===== config.mk =====
export PLATFORM = sky130hd
export DESIGN_NAME = dt_timer
export DESIGN_NICKNAME = d
export VERILOG_FILES = /design/src/rtl/dt_pkg.sv /design/src/rtl/dt_tick_gen.sv /design/src/rtl/dt_down_counter.sv /design/src/rtl/dt_timer.sv
export SDC_FILE = /design/constraint.sdc
export NUM_CORES = 1
export LEC_CHECK = 0
export BUFFER_PORTS_ARGS = -buffer_cell sky130_fd_sc_hd__buf_2
export CAP_MARGIN = 30
export CORE_ASPECT_RATIO = 0.75
export CORE_MARGIN = 3
export CORE_UTILIZATION = 55
export DETAILED_ROUTE_END_ITERATION = 10
export PLACE_DENSITY_LB_ADDON = 0.05
export RECOVER_POWER = 25
export SLEW_MARGIN = 10
export SYNTH_ARGS = -nofsm -noshare
export SYNTH_HDL_FRONTEND = slang
export SYNTH_HIERARCHICAL = 1
export SYNTH_SLANG_ARGS = --single-unit

===== constraint.sdc =====
create_clock -name clk -period 3.7 [get_ports clk]
set_input_delay 0.185 -clock clk [delete_from_list [all_inputs] [get_ports clk]]
set_output_delay 0.185 -clock clk [all_outputs]
set_load 0.005 [all_outputs]

===== src/rtl/dt_pkg.sv =====
package dt_pkg;
  localparam int CTRL_W = 26;
  localparam int PS_W   = 12;
  localparam int SRC_W  = 2;

  localparam int B_EN     = 0;
  localparam int B_ENMOD  = 1;
  localparam int B_CIE    = 2;
  localparam int B_RLD    = 3;
  localparam int B_PS_LO  = 4;
  localparam int B_SWR    = 16;
  localparam int B_OVW    = 17;
  localparam int B_DBG    = 18;
  localparam int B_WAIT   = 19;
  localparam int B_DOZE   = 20;
  localparam int B_STOP   = 21;
  localparam int B_SRC_LO = 24;

  typedef enum logic [2:0] {
    WD_CTRL = 3'd0,
    WD_STAT = 3'd1,
    WD_LOAD = 3'd2,
    WD_CMP  = 3'd3,
    WD_CNT  = 3'd4,
    WD_NONE = 3'd7
  } word_e;

  // control bits that survive a software reset
  function automatic logic [CTRL_W-1:0] swr_keep_mask();
    logic [CTRL_W-1:0] m;
    m = '0;
    m[B_EN]    = 1'b1;
    m[B_ENMOD] = 1'b1;
    m[B_DBG]   = 1'b1;
    m[B_WAIT]  = 1'b1;
    m[B_DOZE]  = 1'b1;
    m[B_STOP]  = 1'b1;
    return m;
  endfunction
endpackage


===== src/rtl/dt_tick_gen.sv =====
module dt_tick_gen
  import dt_pkg::*;
#(
  parameter int NSRC = 3
) (
  input  logic             clk,
  input  logic             rst_n,
  input  logic             run,
  input  logic             clr,
  input  logic [SRC_W-1:0] src,
  input  logic [NSRC-1:0]  ticks,
  input  logic [PS_W-1:0]  presc,
  output logic             step
);
  localparam int NV = NSRC + 1;

  logic [NV-1:0]   tick_vec;
  logic            sel_tick;
  logic [PS_W-1:0] pcnt;
  logic            wrap;

  // source 0 is the "no clock" slot
  assign tick_vec = {ticks, 1'b0};
  assign sel_tick = tick_vec[src];

  function automatic logic div_done(input logic [PS_W-1:0] c, input logic [PS_W-1:0] p);
    return c >= p;
  endfunction

  assign wrap = div_done(pcnt, presc);
  assign step = run & sel_tick & wrap;

  always_ff @(posedge clk or negedge rst_n) begin
    if (!rst_n)              pcnt <= '0;
    else if (clr || !run)    pcnt <= '0;
    else if (sel_tick)       pcnt <= wrap ? '0 : pcnt + 1'b1;
  end

  p_step_needs_tick_r3: assert property (@(posedge clk) disable iff (!rst_n)
    step |-> (sel_tick && src != '0));
  p_div_idle_r4: assert property (@(posedge clk) disable iff (!rst_n)
    !run |=> pcnt == '0);
endmodule


===== src/rtl/dt_down_counter.sv =====
module dt_down_counter #(
  parameter int CNT_W = 32
) (
  input  logic             clk,
  input  logic             rst_n,
  input  logic             clr,
  input  logic             force_ld,
  input  logic [CNT_W-1:0] force_val,
  input  logic             start,
  input  logic [CNT_W-1:0] start_val,
  input  logic             step,
  input  logic             reload_mode,
  input  logic [CNT_W-1:0] load_val,
  input  logic [CNT_W-1:0] cmp_val,
  output logic [CNT_W-1:0] cnt,
  output logic             hit
);
  localparam logic [CNT_W-1:0] ALL1 = {CNT_W{1'b1}};

  logic [CNT_W-1:0] nxt;
  logic             do_step;

  function automatic logic [CNT_W-1:0] step_value(
    input logic [CNT_W-1:0] cur, input logic rl, input logic [CNT_W-1:0] ldv);
    if (cur == '0) return rl ? ldv : ALL1;
    return cur - 1'b1;
  endfunction

  assign nxt     = step_value(cnt, reload_mode, load_val);
  assign do_step = step & ~clr & ~force_ld & ~start;
  assign hit     = do_step & (nxt == cmp_val);

  always_ff @(posedge clk or negedge rst_n) begin
    if (!rst_n)        cnt <= '0;
    else if (clr)      cnt <= '0;
    else if (force_ld) cnt <= force_val;
    else if (start)    cnt <= start_val;
    else if (do_step)  cnt <= nxt;
  end

  p_step_dec_r5: assert property (@(posedge clk) disable iff (!rst_n)
    (do_step && cnt != '0) |=> cnt == $past(cnt) - 1'b1);
  p_hold_r5: assert property (@(posedge clk) disable iff (!rst_n)
    (!step && !clr && !force_ld && !start) |=> $stable(cnt));
  p_free_wrap_r7: assert property (@(posedge clk) disable iff (!rst_n)
    (do_step && cnt == '0 && !reload_mode) |=> cnt == ALL1);
  p_force_r8: assert property (@(posedge clk) disable iff (!rst_n)
    (force_ld && !clr) |=> cnt == $past(force_val));
endmodule


===== src/rtl/dt_timer.sv =====
module dt_timer
  import dt_pkg::*;
#(
  parameter int AW    = 10,
  parameter int CNT_W = 32
) (
  input  logic             clk,
  input  logic             rst_n,
  input  logic             tick_periph,
  input  logic             tick_fast,
  input  logic             tick_slow,
  input  logic             bus_we,
  input  logic [AW-1:0]    bus_word,
  input  logic [CNT_W-1:0] bus_wdata,
  output logic [CNT_W-1:0] bus_rdata,
  output logic             irq
);
  localparam logic [CNT_W-1:0]  ALL1 = {CNT_W{1'b1}};
  localparam logic [CTRL_W-1:0] KEEP = swr_keep_mask();

  logic [CTRL_W-1:0] ctrl_q;
  logic              sts_q;
  logic [CNT_W-1:0]  ld_q;
  logic [CNT_W-1:0]  cmp_q;
  logic [CNT_W-1:0]  cnt;

  word_e             wsel;
  logic [CTRL_W-1:0] ctrl_new;
  logic              ctrl_wr, stat_wr, load_wr, cmp_wr;
  logic              swr, en_rise, start, force_ld, step, hit;
  logic [CNT_W-1:0]  start_val;

  function automatic word_e decode(input logic [AW-1:0] w);
    if (w > AW'(4)) return WD_NONE;
    return word_e'(w[2:0]);
  endfunction

  assign wsel     = decode(bus_word);
  assign ctrl_wr  = bus_we && wsel == WD_CTRL;
  assign stat_wr  = bus_we && wsel == WD_STAT;
  assign load_wr  = bus_we && wsel == WD_LOAD;
  assign cmp_wr   = bus_we && wsel == WD_CMP;
  assign ctrl_new = bus_wdata[CTRL_W-1:0];

  assign swr       = ctrl_wr && ctrl_new[B_SWR];
  assign en_rise   = ctrl_wr && !swr && ctrl_new[B_EN] && !ctrl_q[B_EN];
  assign start     = en_rise && ctrl_new[B_ENMOD];
  assign start_val = ctrl_new[B_RLD] ? ld_q : ALL1;
  assign force_ld  = load_wr && ctrl_q[B_OVW];

  dt_tick_gen #(.NSRC(3)) u_tick (
    .clk   (clk),
    .rst_n (rst_n),
    .run   (ctrl_q[B_EN]),
    .clr   (swr),
    .src   (ctrl_q[B_SRC_LO +: SRC_W]),
    .ticks ({tick_slow, tick_fast, tick_periph}),
    .presc (ctrl_q[B_PS_LO +: PS_W]),
    .step  (step)
  );

  dt_down_counter #(.CNT_W(CNT_W)) u_cnt (
    .clk         (clk),
    .rst_n       (rst_n),
    .clr         (swr),
    .force_ld    (force_ld),
    .force_val   (bus_wdata),
    .start       (start),
    .start_val   (start_val),
    .step        (step),
    .reload_mode (ctrl_q[B_RLD]),
    .load_val    (ld_q),
    .cmp_val     (cmp_q),
    .cnt         (cnt),
    .hit         (hit)
  );

  always_ff @(posedge clk or negedge rst_n) begin
    if (!rst_n) begin
      ctrl_q <= '0;
      sts_q  <= 1'b0;
      ld_q   <= ALL1;
      cmp_q  <= '0;
    end else if (swr) begin
      ctrl_q <= ctrl_new & KEEP;
      sts_q  <= 1'b0;
      ld_q   <= ALL1;
      cmp_q  <= '0;
    end else begin
      if (ctrl_wr) ctrl_q <= ctrl_new;
      if (load_wr) ld_q   <= bus_wdata;
      if (cmp_wr)  cmp_q  <= bus_wdata;
      if (hit)                          sts_q <= 1'b1;
      else if (stat_wr && bus_wdata[0]) sts_q <= 1'b0;
    end
  end

  always_comb begin
    unique case (wsel)
      WD_CTRL: bus_rdata = CNT_W'(ctrl_q);
      WD_STAT: bus_rdata = CNT_W'(sts_q);
      WD_LOAD: bus_rdata = ld_q;
      WD_CMP:  bus_rdata = cmp_q;
      WD_CNT:  bus_rdata = cnt;
      default: bus_rdata = '0;
    endcase
  end

  assign irq = sts_q & ctrl_q[B_CIE] & ctrl_q[B_EN];

  p_hit_sets_flag_r9: assert property (@(posedge clk) disable iff (!rst_n)
    (hit && !swr) |=> sts_q);
  p_ack_clears_r10: assert property (@(posedge clk) disable iff (!rst_n)
    (stat_wr && bus_wdata[0] && !hit) |=> !sts_q);
  p_swr_state_r12: assert property (@(posedge clk) disable iff (!rst_n)
    swr |=> (ld_q == ALL1 && cmp_q == '0 && cnt == '0 && !ctrl_q[B_SWR]));
  p_start_value_r6: assert property (@(posedge clk) disable iff (!rst_n)
    start |=> cnt == $past(start_val));
  p_irq_off_r11: assert property (@(posedge clk) disable iff (!rst_n)
    !ctrl_q[B_EN] |-> !irq);
  p_unmapped_read_r2: assert property (@(posedge clk) disable iff (!rst_n)
    (bus_word > AW'(4)) |-> bus_rdata == '0);
endmodule


==> out/metrics.yaml <==
power:
  netSwitchingPower_w: 0.00145
  p_seq_share_pct: 35.3
  cellLeakagePower_nw: 4.96
  max-vdd-ir-drop_uv: 241
  total_power_w: 0.00442
  p_int_w: 0.00296
  pwr-share-comb_pct: 25.4
  p_clk_share_pct: 39.4
  swShare_pct: 32.9
  powerDensity_nw_per_um2: 374
finish:
  drive_above_1_share_pct: 26.2
  layout_commonest_cell: "buf_4"
  antennaDiodeCount: 0
  design_area_um2: 11800
  finish.utilization_pct: 68.3
  fillers: 1474
  area_growth_pct: 18.7
  nNetsFinal: 1342
  layout_common_cells: "buf_4, dfrtp_1, nand2_1"
die:
  ios: 81
  dieArea_um2: 19800
  start_util_pct: 57.6
  coreArea_um2: 17300
  die_w_um: 161
  core.rowCount: 41
  dieHeight_um: 122
grt:
  grt_pass1_wl_um: 59100
  grt_start_max_net_pins: 70
  grt_pass1_vias: 9958
  grt-ovfl-total: 0
  grtUsageTotal_pct: 39.1
  antenna_found_initial: 0
timing:
  relSlewSlack_pct: -21.6
  hold_viol: 0
  clock_skew_ns: 0.0113
  timing.final.ws_setup_ns: 0.00884
  final.period_utilization_pct: 99.8
  rsz0062_at_grt: "true"
  finalSetupTns_ns: 0
  worstMarginPinSlew_ns: 1.82
  final_max_slew_viol_count: 165
  finalSetupViolCount: 0
  post-route-min-period_ns: 3.69
  fmax_mhz: 271
cts:
  htreeDepth: 4
  worstSkewPairLatency_ns: 0.43
  cts_root_buffer: "clkbuf_16"
  cts_tree: "yes"
  clk_pin_slew_worst_paths_ns: 0.07
  numCtsBuffers: 17
  clockBufferDepth: 2
  cts_sinks: 135
synthesis:
  synth_area_leader_cell: "dfrtp_1"
  synth_area_leaders: "dfrtp_1, dfstp_2, o21ai_0"
  synth_area_um2: 9950
  yosysWarnings: 6
  postSynthAreaPerCell_um2: 8.58
  synth_top_area_share_pct: 25.9
  synth.distinct_cells: 82
  syn_inst: 1160
  yosys_register_bits: 135
  synth_edf_count: 0
  synth_top_flop_cell: "dfrtp_1"
  ys_seq_area_share_pct: 34.3
  synth_nets: 1223
  async_flop_share_pct: 100
critical_path:
  rrSetupSlack_ns: 0.009
  crit_fanout: 4
  end_kind: "register"
  crit_path_start_kind: "register"
  required_ns: 4.07
  arrival_ns: 4.06
  critPathKind: "reg -> reg"
placement:
  place_ws_ns: -0.238
  dp_hpwl_um: 26400
  gp_congestion: 1.05
  dpl-instance-area_um2: 11100
  io_buffers: 80
drt:
  drt_iter0_drc: 1318
  viasPerCell: 6.80
  num_vias: 10400
  route.detailed.drc: 0
  first_pass_iters: 6
  wirelength_um: 38400
  detail-route-antenna-nets: 0
  routedWlPerCell_um: 25.1
job:
  drv_cap: 3
worst_hold_path:
  min_path_type: "in -> reg"
status:
  violations: "capacitance limit, slew limit"
  status: "finished, violations left"
## synthesized netlist by cell type, drive strengths merged (3+ instances only)
cell and count:
a211oi 9, a21o 25, a21oi 64, a22o 40
a22oi 33, a31oi 35, a32o 3, and2 6
and3 6, and4 4, buf 38, clkbuf 65
dfrtp 103, dfstp 32, ha 15, inv 33
mux2 32, mux2i 12, nand2 87, nand2b 41
nand3 42, nand4 14, nor2 49, nor2b 27
nor3 28, nor3b 11, nor4 50, o2111ai 4
o211ai 15, o21ai 89, o22ai 13, o31a 3
o31ai 9, o32a 3, or2 4, or3 10
or3b 25, or4 5, xnor2 31, xor2 15
## worst max-delay path, cell delays in order (launching register included)
cell and delay [ns]:
dfrtp_1 0.37, inv_1 0.08, ha_1 0.14, nor3b_2 0.19, and4_4 0.26, and4_4 0.25, mux2i_2 0.28, o22ai_1 0.11
or4_1 0.52, or4_4 0.58, nor4_2 0.16, and4b_1 0.27, and3b_1 0.19, nand4_1 0.08, o211a_1 0.15
## final timing paths
check                         startpoint            to  cells after the start
max in group asynchronous          rst_n  u_cnt/cnt[4]                      3
hold / removal             bus_wdata[29]     cmp_q[29]                      2
hold reg to reg               ctrl_q[20]    ctrl_q[20]                      1
min in group asynchronous          rst_n     cmp_q[27]                      2
setup reg to reg            u_cnt/cnt[0]         sts_q                     14
setup / recovery            u_cnt/cnt[0]         sts_q                     14
## power by group through the flow
stage          logic (W)  registers [W]  clock network [W]
2_1_floorplan   0.000614        0.00157                  0
6_report         0.00112        0.00156            0.00174
4_1_cts          0.00108        0.00156            0.00175
3_5_place_dp     0.00104        0.00158                  0
5_1_grt          0.00119        0.00156            0.00181
3_3_place_gp     0.00103        0.00158                  0
## flip-flops by register name, summed over array words and instances, names as in the netlist
name         flops
cmp_q           32
ld_q            32
u_cnt/cnt       32
ctrl_q          26
u_tick/pcnt     12
sts_q            1
## kinds of logic (layout without fill, tap and decap cells)
group                    Yosys count  after routing  share of synthesized area (%)
flip-flops                       135            135                           34.3
AO/OA/AOI/OAI                    364            364                           24.1
multiplexers                      44             44                           4.83
AND/OR/NAND/NOR                  420            420                           24.8
XOR/XNOR                          46             46                           4.05
adder cells (fa/ha/maj)           15             15                           1.89
buffers and inverters            136            268                           5.96
## through the flow
stage / hold slack [ns] / instances
after global placement: 0.238 / 1487
after CTS: 0.00384 / 1528
after global routing: 0.0278 / 1528
after detailed placement: 0.240 / 1487
after floorplan: -0.111 / 1160
final: 0.0163 / 1528
## timing repair
| action | CTS | global route |
|---|---|---|
| hold buffers | 3 | 0 |
| endpoints found under the setup margin | 1 | 1 |
| endpoints found under the hold margin | 53 | 0 |
| resized for setup | 8 | 8 |
| setup buffers | 6 | 0 |
| cloned | 0 | 0 |
| pin swaps | 5 | 1 |
## layout make-up
type / count / area, um^2 / share of cell area (%)
clock buffers: 17 / 425 / 3.60
clock inverters: 15 / 168 / 1.42
inverters: 33 / 124 / 1.05
multi-input cells: 889 / 6030 / 51.1
flip-flops and latches: 135 / 3420 / 28.9
well taps: 236 / 295 / 2.50
repair buffers: 203 / 1350 / 11.4
## metal layers
metal	part of all wire (%)	vias up	track usage (%)	wire length, um
li1	-	4551	-	-
met1	41	4983	53.5	15700
met2	43	730	60.3	16600
met3	12	131	8.64	4580
met4	4.1	0	16.9	1560
met5	0	-	0	0
Note: power is estimated with default switching activity, not from simulation.
